File: src/rtl/kpad_pkg.sv
package kpad_pkg;

    localparam int NROW  = 4;
    localparam int NCOL  = 4;
    localparam int CODE_W = NROW + NCOL;
    localparam int ROM_N  = 1 << CODE_W;

    typedef struct packed {
        logic [3:0] hex;
        logic       valid;
    } kp_out_t;

    // digit printed on the key at row r, column c
    function automatic logic [3:0] key_digit(input logic [1:0] r, input logic [1:0] c);
        logic [3:0] v;
        case ({r, c})
            4'h0: v = 4'h1;  4'h1: v = 4'h2;  4'h2: v = 4'h3;  4'h3: v = 4'hA;
            4'h4: v = 4'h4;  4'h5: v = 4'h5;  4'h6: v = 4'h6;  4'h7: v = 4'hB;
            4'h8: v = 4'h7;  4'h9: v = 4'h8;  4'hA: v = 4'h9;  4'hB: v = 4'hC;
            4'hC: v = 4'h0;  4'hD: v = 4'hF;  4'hE: v = 4'hE;  default: v = 4'hD;
        endcase
        return v;
    endfunction

    // table entry {hit, digit} for an 8-bit {row, column} code
    function automatic logic [4:0] code_entry(input logic [CODE_W-1:0] code);
        logic [NROW-1:0] rows;
        logic [NCOL-1:0] cols;
        logic [1:0]      ri;
        logic [1:0]      ci;
        rows = code[CODE_W-1:NCOL];
        cols = code[NCOL-1:0];
        ri   = '0;
        ci   = '0;
        for (int k = 0; k < NROW; k++) if (rows[k]) ri = 2'(k);
        for (int k = 0; k < NCOL; k++) if (cols[k]) ci = 2'(k);
        if ($countones(rows) == 1 && $countones(cols) == 1)
            return {1'b1, key_digit(ri, ci)};
        return 5'b0;
    endfunction

endpackage

File: src/rtl/kpad_tick.sv
module kpad_tick #(
    parameter int DIV = 12000
) (
    input  logic clk_i,
    input  logic rst_i,
    output logic tick_o
);
    localparam int CW = (DIV > 1) ? $clog2(DIV) : 1;
    localparam logic [CW-1:0] LAST = CW'(DIV - 1);

    logic [CW-1:0] cnt_d, cnt_q;

    always_comb begin
        cnt_d = cnt_q + 1'b1;
        if (cnt_q == LAST) cnt_d = '0;
    end

    assign tick_o = (cnt_q == LAST);

    always_ff @(posedge clk_i) begin
        if (rst_i) cnt_q <= '0;
        else       cnt_q <= cnt_d;
    end

    generate
        if (DIV > 1) begin : g_gap
            p_tick_gap_r3: assert property (@(posedge clk_i) disable iff (rst_i)
                tick_o |=> !tick_o);
        end
    endgenerate

endmodule

File: src/rtl/kpad_ring.sv
module kpad_ring #(
    parameter int NCOL = 4
) (
    input  logic            clk_i,
    input  logic            rst_i,
    input  logic            step_i,
    output logic [NCOL-1:0] sel_o
);
    logic [NCOL-1:0] sel_d, sel_q;

    always_comb begin
        sel_d = sel_q;
        if (step_i) sel_d = {sel_q[NCOL-2:0], sel_q[NCOL-1]};
    end

    always_ff @(posedge clk_i) begin
        if (rst_i) sel_q <= NCOL'(1);
        else       sel_q <= sel_d;
    end

    assign sel_o = sel_q;

    p_one_col_r2: assert property (@(posedge clk_i) disable iff (rst_i)
        $countones(sel_q) == 1);

    p_col_hold_r3: assert property (@(posedge clk_i) disable iff (rst_i)
        !step_i |=> $stable(sel_q));

    p_col_wrap_r3: assert property (@(posedge clk_i) disable iff (rst_i)
        step_i && sel_q[NCOL-1] |=> sel_q[0]);

endmodule

File: src/rtl/kpad_rom.sv
module kpad_rom
    import kpad_pkg::*;
(
    input  logic [CODE_W-1:0] code_i,
    output logic              hit_o,
    output logic [3:0]        hex_o
);
    logic [4:0] tbl [ROM_N];

    generate
        for (genvar i = 0; i < ROM_N; i++) begin : g_tbl
            assign tbl[i] = code_entry(CODE_W'(i));
        end
    endgenerate

    assign {hit_o, hex_o} = tbl[code_i];

endmodule

File: src/rtl/kpad_scan.sv
module kpad_scan
    import kpad_pkg::*;
#(
    parameter int TICK_DIV = 12000
) (
    input  logic            clk_i,
    input  logic            rst_i,
    input  logic [NROW-1:0] row_n_i,
    output logic [NCOL-1:0] col_n_o,
    output logic [3:0]      hex_o,
    output logic            valid_o
);
    logic            tick;
    logic [NCOL-1:0] col_sel;
    logic            rom_hit;
    logic [3:0]      rom_hex;
    logic [CODE_W-1:0] code;
    kp_out_t         out_d, out_q;

    kpad_tick #(.DIV(TICK_DIV)) u_tick (
        .clk_i (clk_i),
        .rst_i (rst_i),
        .tick_o(tick)
    );

    kpad_ring #(.NCOL(NCOL)) u_ring (
        .clk_i (clk_i),
        .rst_i (rst_i),
        .step_i(tick),
        .sel_o (col_sel)
    );

    assign code = {~row_n_i, col_sel};

    kpad_rom u_rom (
        .code_i(code),
        .hit_o (rom_hit),
        .hex_o (rom_hex)
    );

    always_comb begin
        out_d = out_q;
        if (tick) begin
            out_d.valid = rom_hit;
            if (rom_hit) out_d.hex = rom_hex;
        end
    end

    always_ff @(posedge clk_i) begin
        if (rst_i) out_q <= '0;
        else       out_q <= out_d;
    end

    assign col_n_o = ~col_sel;
    assign hex_o   = out_q.hex;
    assign valid_o = out_q.valid;

    p_out_hold_r8: assert property (@(posedge clk_i) disable iff (rst_i)
        !tick |=> $stable(hex_o) && $stable(valid_o));

    p_idle_clear_r6: assert property (@(posedge clk_i) disable iff (rst_i)
        tick && (&row_n_i) |=> !valid_o && $stable(hex_o));

    p_multi_clear_r7: assert property (@(posedge clk_i) disable iff (rst_i)
        tick && ($countones(~row_n_i) > 1) |=> !valid_o && $stable(hex_o));

    p_hit_valid_r5: assert property (@(posedge clk_i) disable iff (rst_i)
        tick && ($countones(~row_n_i) == 1) |=> valid_o);

endmodule

File: config.mk
export PLATFORM = sky130hd
export DESIGN_NAME = kpad_scan
export DESIGN_NICKNAME = d
export VERILOG_FILES = /design/src/rtl/kpad_pkg.sv /design/src/rtl/kpad_tick.sv /design/src/rtl/kpad_ring.sv /design/src/rtl/kpad_rom.sv /design/src/rtl/kpad_scan.sv
export SDC_FILE = /design/constraint.sdc
export NUM_CORES = 1
export LEC_CHECK = 0
export BUFFER_PORTS_ARGS = -buffer_cell sky130_fd_sc_hd__clkbuf_2
export CAP_MARGIN = 20
export CORE_ASPECT_RATIO = 0.5
export CORE_MARGIN = 5
export CORE_UTILIZATION = 30
export CTS_BUF_LIST = sky130_fd_sc_hd__clkbuf_8
export DETAILED_ROUTE_END_ITERATION = 10
export SLEW_MARGIN = 20
export SYNTH_ARGS = -nofsm -noshare
export SYNTH_HDL_FRONTEND = slang
export SYNTH_HIERARCHICAL = 1
export SYNTH_SLANG_ARGS = --single-unit
File: constraint.sdc
create_clock -name clk_i -period 3.3 [get_ports clk_i]
set_input_delay 0.495 -clock clk_i [delete_from_list [all_inputs] [get_ports clk_i]]
set_output_delay 0.495 -clock clk_i [all_outputs]
set_load 0.02 [all_outputs]
==> results.toml <==
[power]
pwr-share-comb_pct = 8.1
pwr-share-seq_pct = 58.2
pwr-share-clk_pct = 33.7
power.internal_mw = 0.3792
p_sw_share_pct = 22.23
p_switching_mw = 0.1084
powerDensity_mw_per_mm2 = 316.8
finalPower_mw = 0.4875
leakage_nw = 0.5522
peakVddDrop_mv = 0.1219

[setup_path]
rrSetupSlack_ps = 1140
crit_fanout = 11
worstPathArrival_ps = 2350
critical_path.top_delay_family = "simple AND/OR/NAND/NOR gates"
cp.depth = 6
max_stage_delay_ps = 760
cp-end-kind = "flop"
cp-start-kind = "flop"
cp.required_ps = 3490
criticalPathCategory = "reg -> reg"
r2r_start = "u_ring/sel_o[2]$_SDFFE_PP0P_"
path_buf_inv = 0
crit_end = "hex_o[2]$_SDFFE_PP0P_"
path_cells = "xor2_1, and2_4, a21oi_1, nor3_1, nand3_1, a21oi_1"
crit_top_cell = "a21oi_1"
reg2reg_to = "hex_o[2]$_SDFFE_PP0P_"
rr_worst_depth = 6
crit_path_start = "u_ring/sel_o[2]$_SDFFE_PP0P_"
crit_slowest_cell = "nor3_1"

[layout]
multi_input_area_um2 = 823.3
final_cells = 239
drive_above_1_share_pct = 21.39
final_core_util_pct = 34.29
layout_common_cells = "dfxtp_1 (23), clkbuf_2 (14), inv_1 (13), nor2_1 (13), xnor2_1 (11)"
n_fill_cell = 464
seq_area_um2 = 460.4
fin_area_mm2 = 0.001539
antennaDiodeCount = 0
final_common_cell = "dfxtp_1"
area_growth_pct = 8.466
fin_nets = 184

[timing]
finalSetupViolations = 0
timing.fmax_mhz = 462.4
slew_headroom_pct = 38.16
fin_crit_ps = 2162
drv_slew = 0
hold_viol = 0
hold_ws_ps = 483.2
rsz0062_at_grt = "no"
worst_clock_skew_ps = 3.893
fin_setup_tns_ps = 0
finalWorstSetupSlack_ps = 1138
timing.final.crit_share_pct = 65.53
worst_slew_pin_slew_ps = 920.5

[synthesis]
syn-mean-instance-area_um2 = 8.652
async_flop_share_pct = 0
synth_nets = 174
syn_area_mm2 = 0.001419
synth_cell_type_count = 39
synth-seq-area-share_pct = 32.45
ys.flop_type = "dfxtp_1"
syn_inst = 164
synth_edf_count = 0
ys_seq_elements = 23
yosysWarnings = 6

[global_route]
grt_pass1_wl_mm = 4.705
grt_pass1_vias = 1080
overflow = 0
antenna_found_initial = 0
grt_use_total_pct = 9.102
grt_max_degree = 14

[run]
drv_cap = 0

[die]
start_util_pct = 31.61
die_w_um = 107.3
num_io_pins = 15
rows = 17
die_area_mm2 = 0.006288
die_h_um = 58.63
fp.coreArea_mm2 = 0.004488

[placement]
port_buffers = 14
hpwlAfterDp_mm = 1.960
gp_congestion = 0.8362
pre_cts_ws_ps = 1062
place_inst = 235
place_area_mm2 = 0.001493

[detailed_routing]
drtIter0Drc = 29
post_drt_wl_per_cell_um = 10.93
viasPerCell = 4.732
first_pass_iters = 5
vias = 1131
routed_wl_mm = 2.613
drc_errors = 0
ant_nets = 0

[cts]
post_cts_buffers = 0
cts_tree = "done"
clkTransAtPathRegs_ps = 80
numCtsBuffers = 3
clock_latency_ps = 250
cts.sinks = 23
cts_buffer_depth = 2
cts_root_buffer = "clkbuf_8"
cts_hold_buf = 0
cts_resized = 0
h-tree-depth = 1

[outcome]
status = "finished clean"

[worst_hold_path]
hold_class = "reg -> reg"
-- how the worst min path moves through the flow --
stage / endpoint / slack [ps] / start / cells past startpoint
6_report: u_tick/cnt_q[0]$_SDFF_PP0_ / 480 / u_tick/cnt_q[0]$_SDFF_PP0_ / 1
5_1_grt: u_tick/cnt_q[0]$_SDFF_PP0_ / 510 / u_tick/cnt_q[0]$_SDFF_PP0_ / 1
4_1_cts: u_tick/cnt_q[0]$_SDFF_PP0_ / 490 / u_tick/cnt_q[0]$_SDFF_PP0_ / 1
3_5_place_dp: u_tick/cnt_q[0]$_SDFF_PP0_ / 470 / u_tick/cnt_q[0]$_SDFF_PP0_ / 1
3_3_place_gp: u_tick/cnt_q[0]$_SDFF_PP0_ / 450 / u_tick/cnt_q[0]$_SDFF_PP0_ / 1
2_1_floorplan: u_tick/cnt_q[0]$_SDFF_PP0_ / 440 / u_tick/cnt_q[0]$_SDFF_PP0_ / 1
-- logic make-up after synthesis --
kind of cell / after synthesis / share of synthesized area (%)
and+or+nand+nor: 68 / 28.57
buffers and inverters: 23 / 9.523
DFF: 23 / 32.45
AOI/OAI and AO/OA: 21 / 9.612
xor gates and xnor gates: 16 / 9.876
muxes: 9 / 6.438
adders and majority gates: 4 / 3.527
-- layout make-up --
| class | count | area share [%] |
|---|---|---|
| Tap cell | 66 | 5.366 |
| Multi-Input combinational cell | 118 | 53.50 |
| Clock inverter | 1 | 0.3252 |
| Clock buffer | 3 | 2.683 |
| Sequential cell | 23 | 29.92 |
| Timing Repair Buffer | 15 | 5.041 |
| Inverter | 13 | 3.171 |
-- power groups by stage --
stage	Combinational, mW	Clock, mW	Sequential, mW
after global placement	0.0392	0	0.290
after global routing	0.0451	0.183	0.284
final	0.0396	0.164	0.284
after detailed placement	0.0398	0	0.290
after floorplan	0.0355	0	0.290
after CTS	0.0402	0.172	0.284
-- registers in the layout (all words and copies together), names as in the netlist --
register      flops
hex_o             4
valid_o           1
u_ring/sel_o      4
u_tick/cnt_q     14
-- Yosys cell counts (2+ instances only) --
| library cell | number | area [µm²] |
|---|---|---|
| dfxtp_1 | 23 | 460.4 |
| inv_1 | 13 | 48.80 |
| nor2_1 | 13 | 48.80 |
| xnor2_1 | 11 | 96.34 |
| nor2_2 | 10 | 62.56 |
| nand3_1 | 9 | 45.04 |
| mux2i_1 | 8 | 80.08 |
| a21oi_1 | 7 | 35.03 |
| nor3_1 | 7 | 35.03 |
| buf_6 | 5 | 56.30 |
| nand2_1 | 5 | 18.77 |
| nand4_1 | 5 | 31.28 |
| o21ai_0 | 5 | 25.02 |
| xor2_1 | 5 | 43.79 |
| a21bo_1 | 4 | 40.04 |
| ha_1 | 4 | 50.05 |
| nor4_1 | 3 | 18.77 |
| and2b_2 | 2 | 17.52 |
| buf_2 | 2 | 10.01 |
| buf_4 | 2 | 15.01 |
| nor4b_1 | 2 | 17.52 |
| or3_1 | 2 | 12.51 |
-- routing by layer --
metal	track usage [%]	wire length [µm]	vias up
met3	1.424	64	4
li1	-	-	574
met4	4.554	48	0
met1	11.34	1241	538
met2	15.56	1258	15
met5	0	0	-
(Power assumes the default switching activity.)
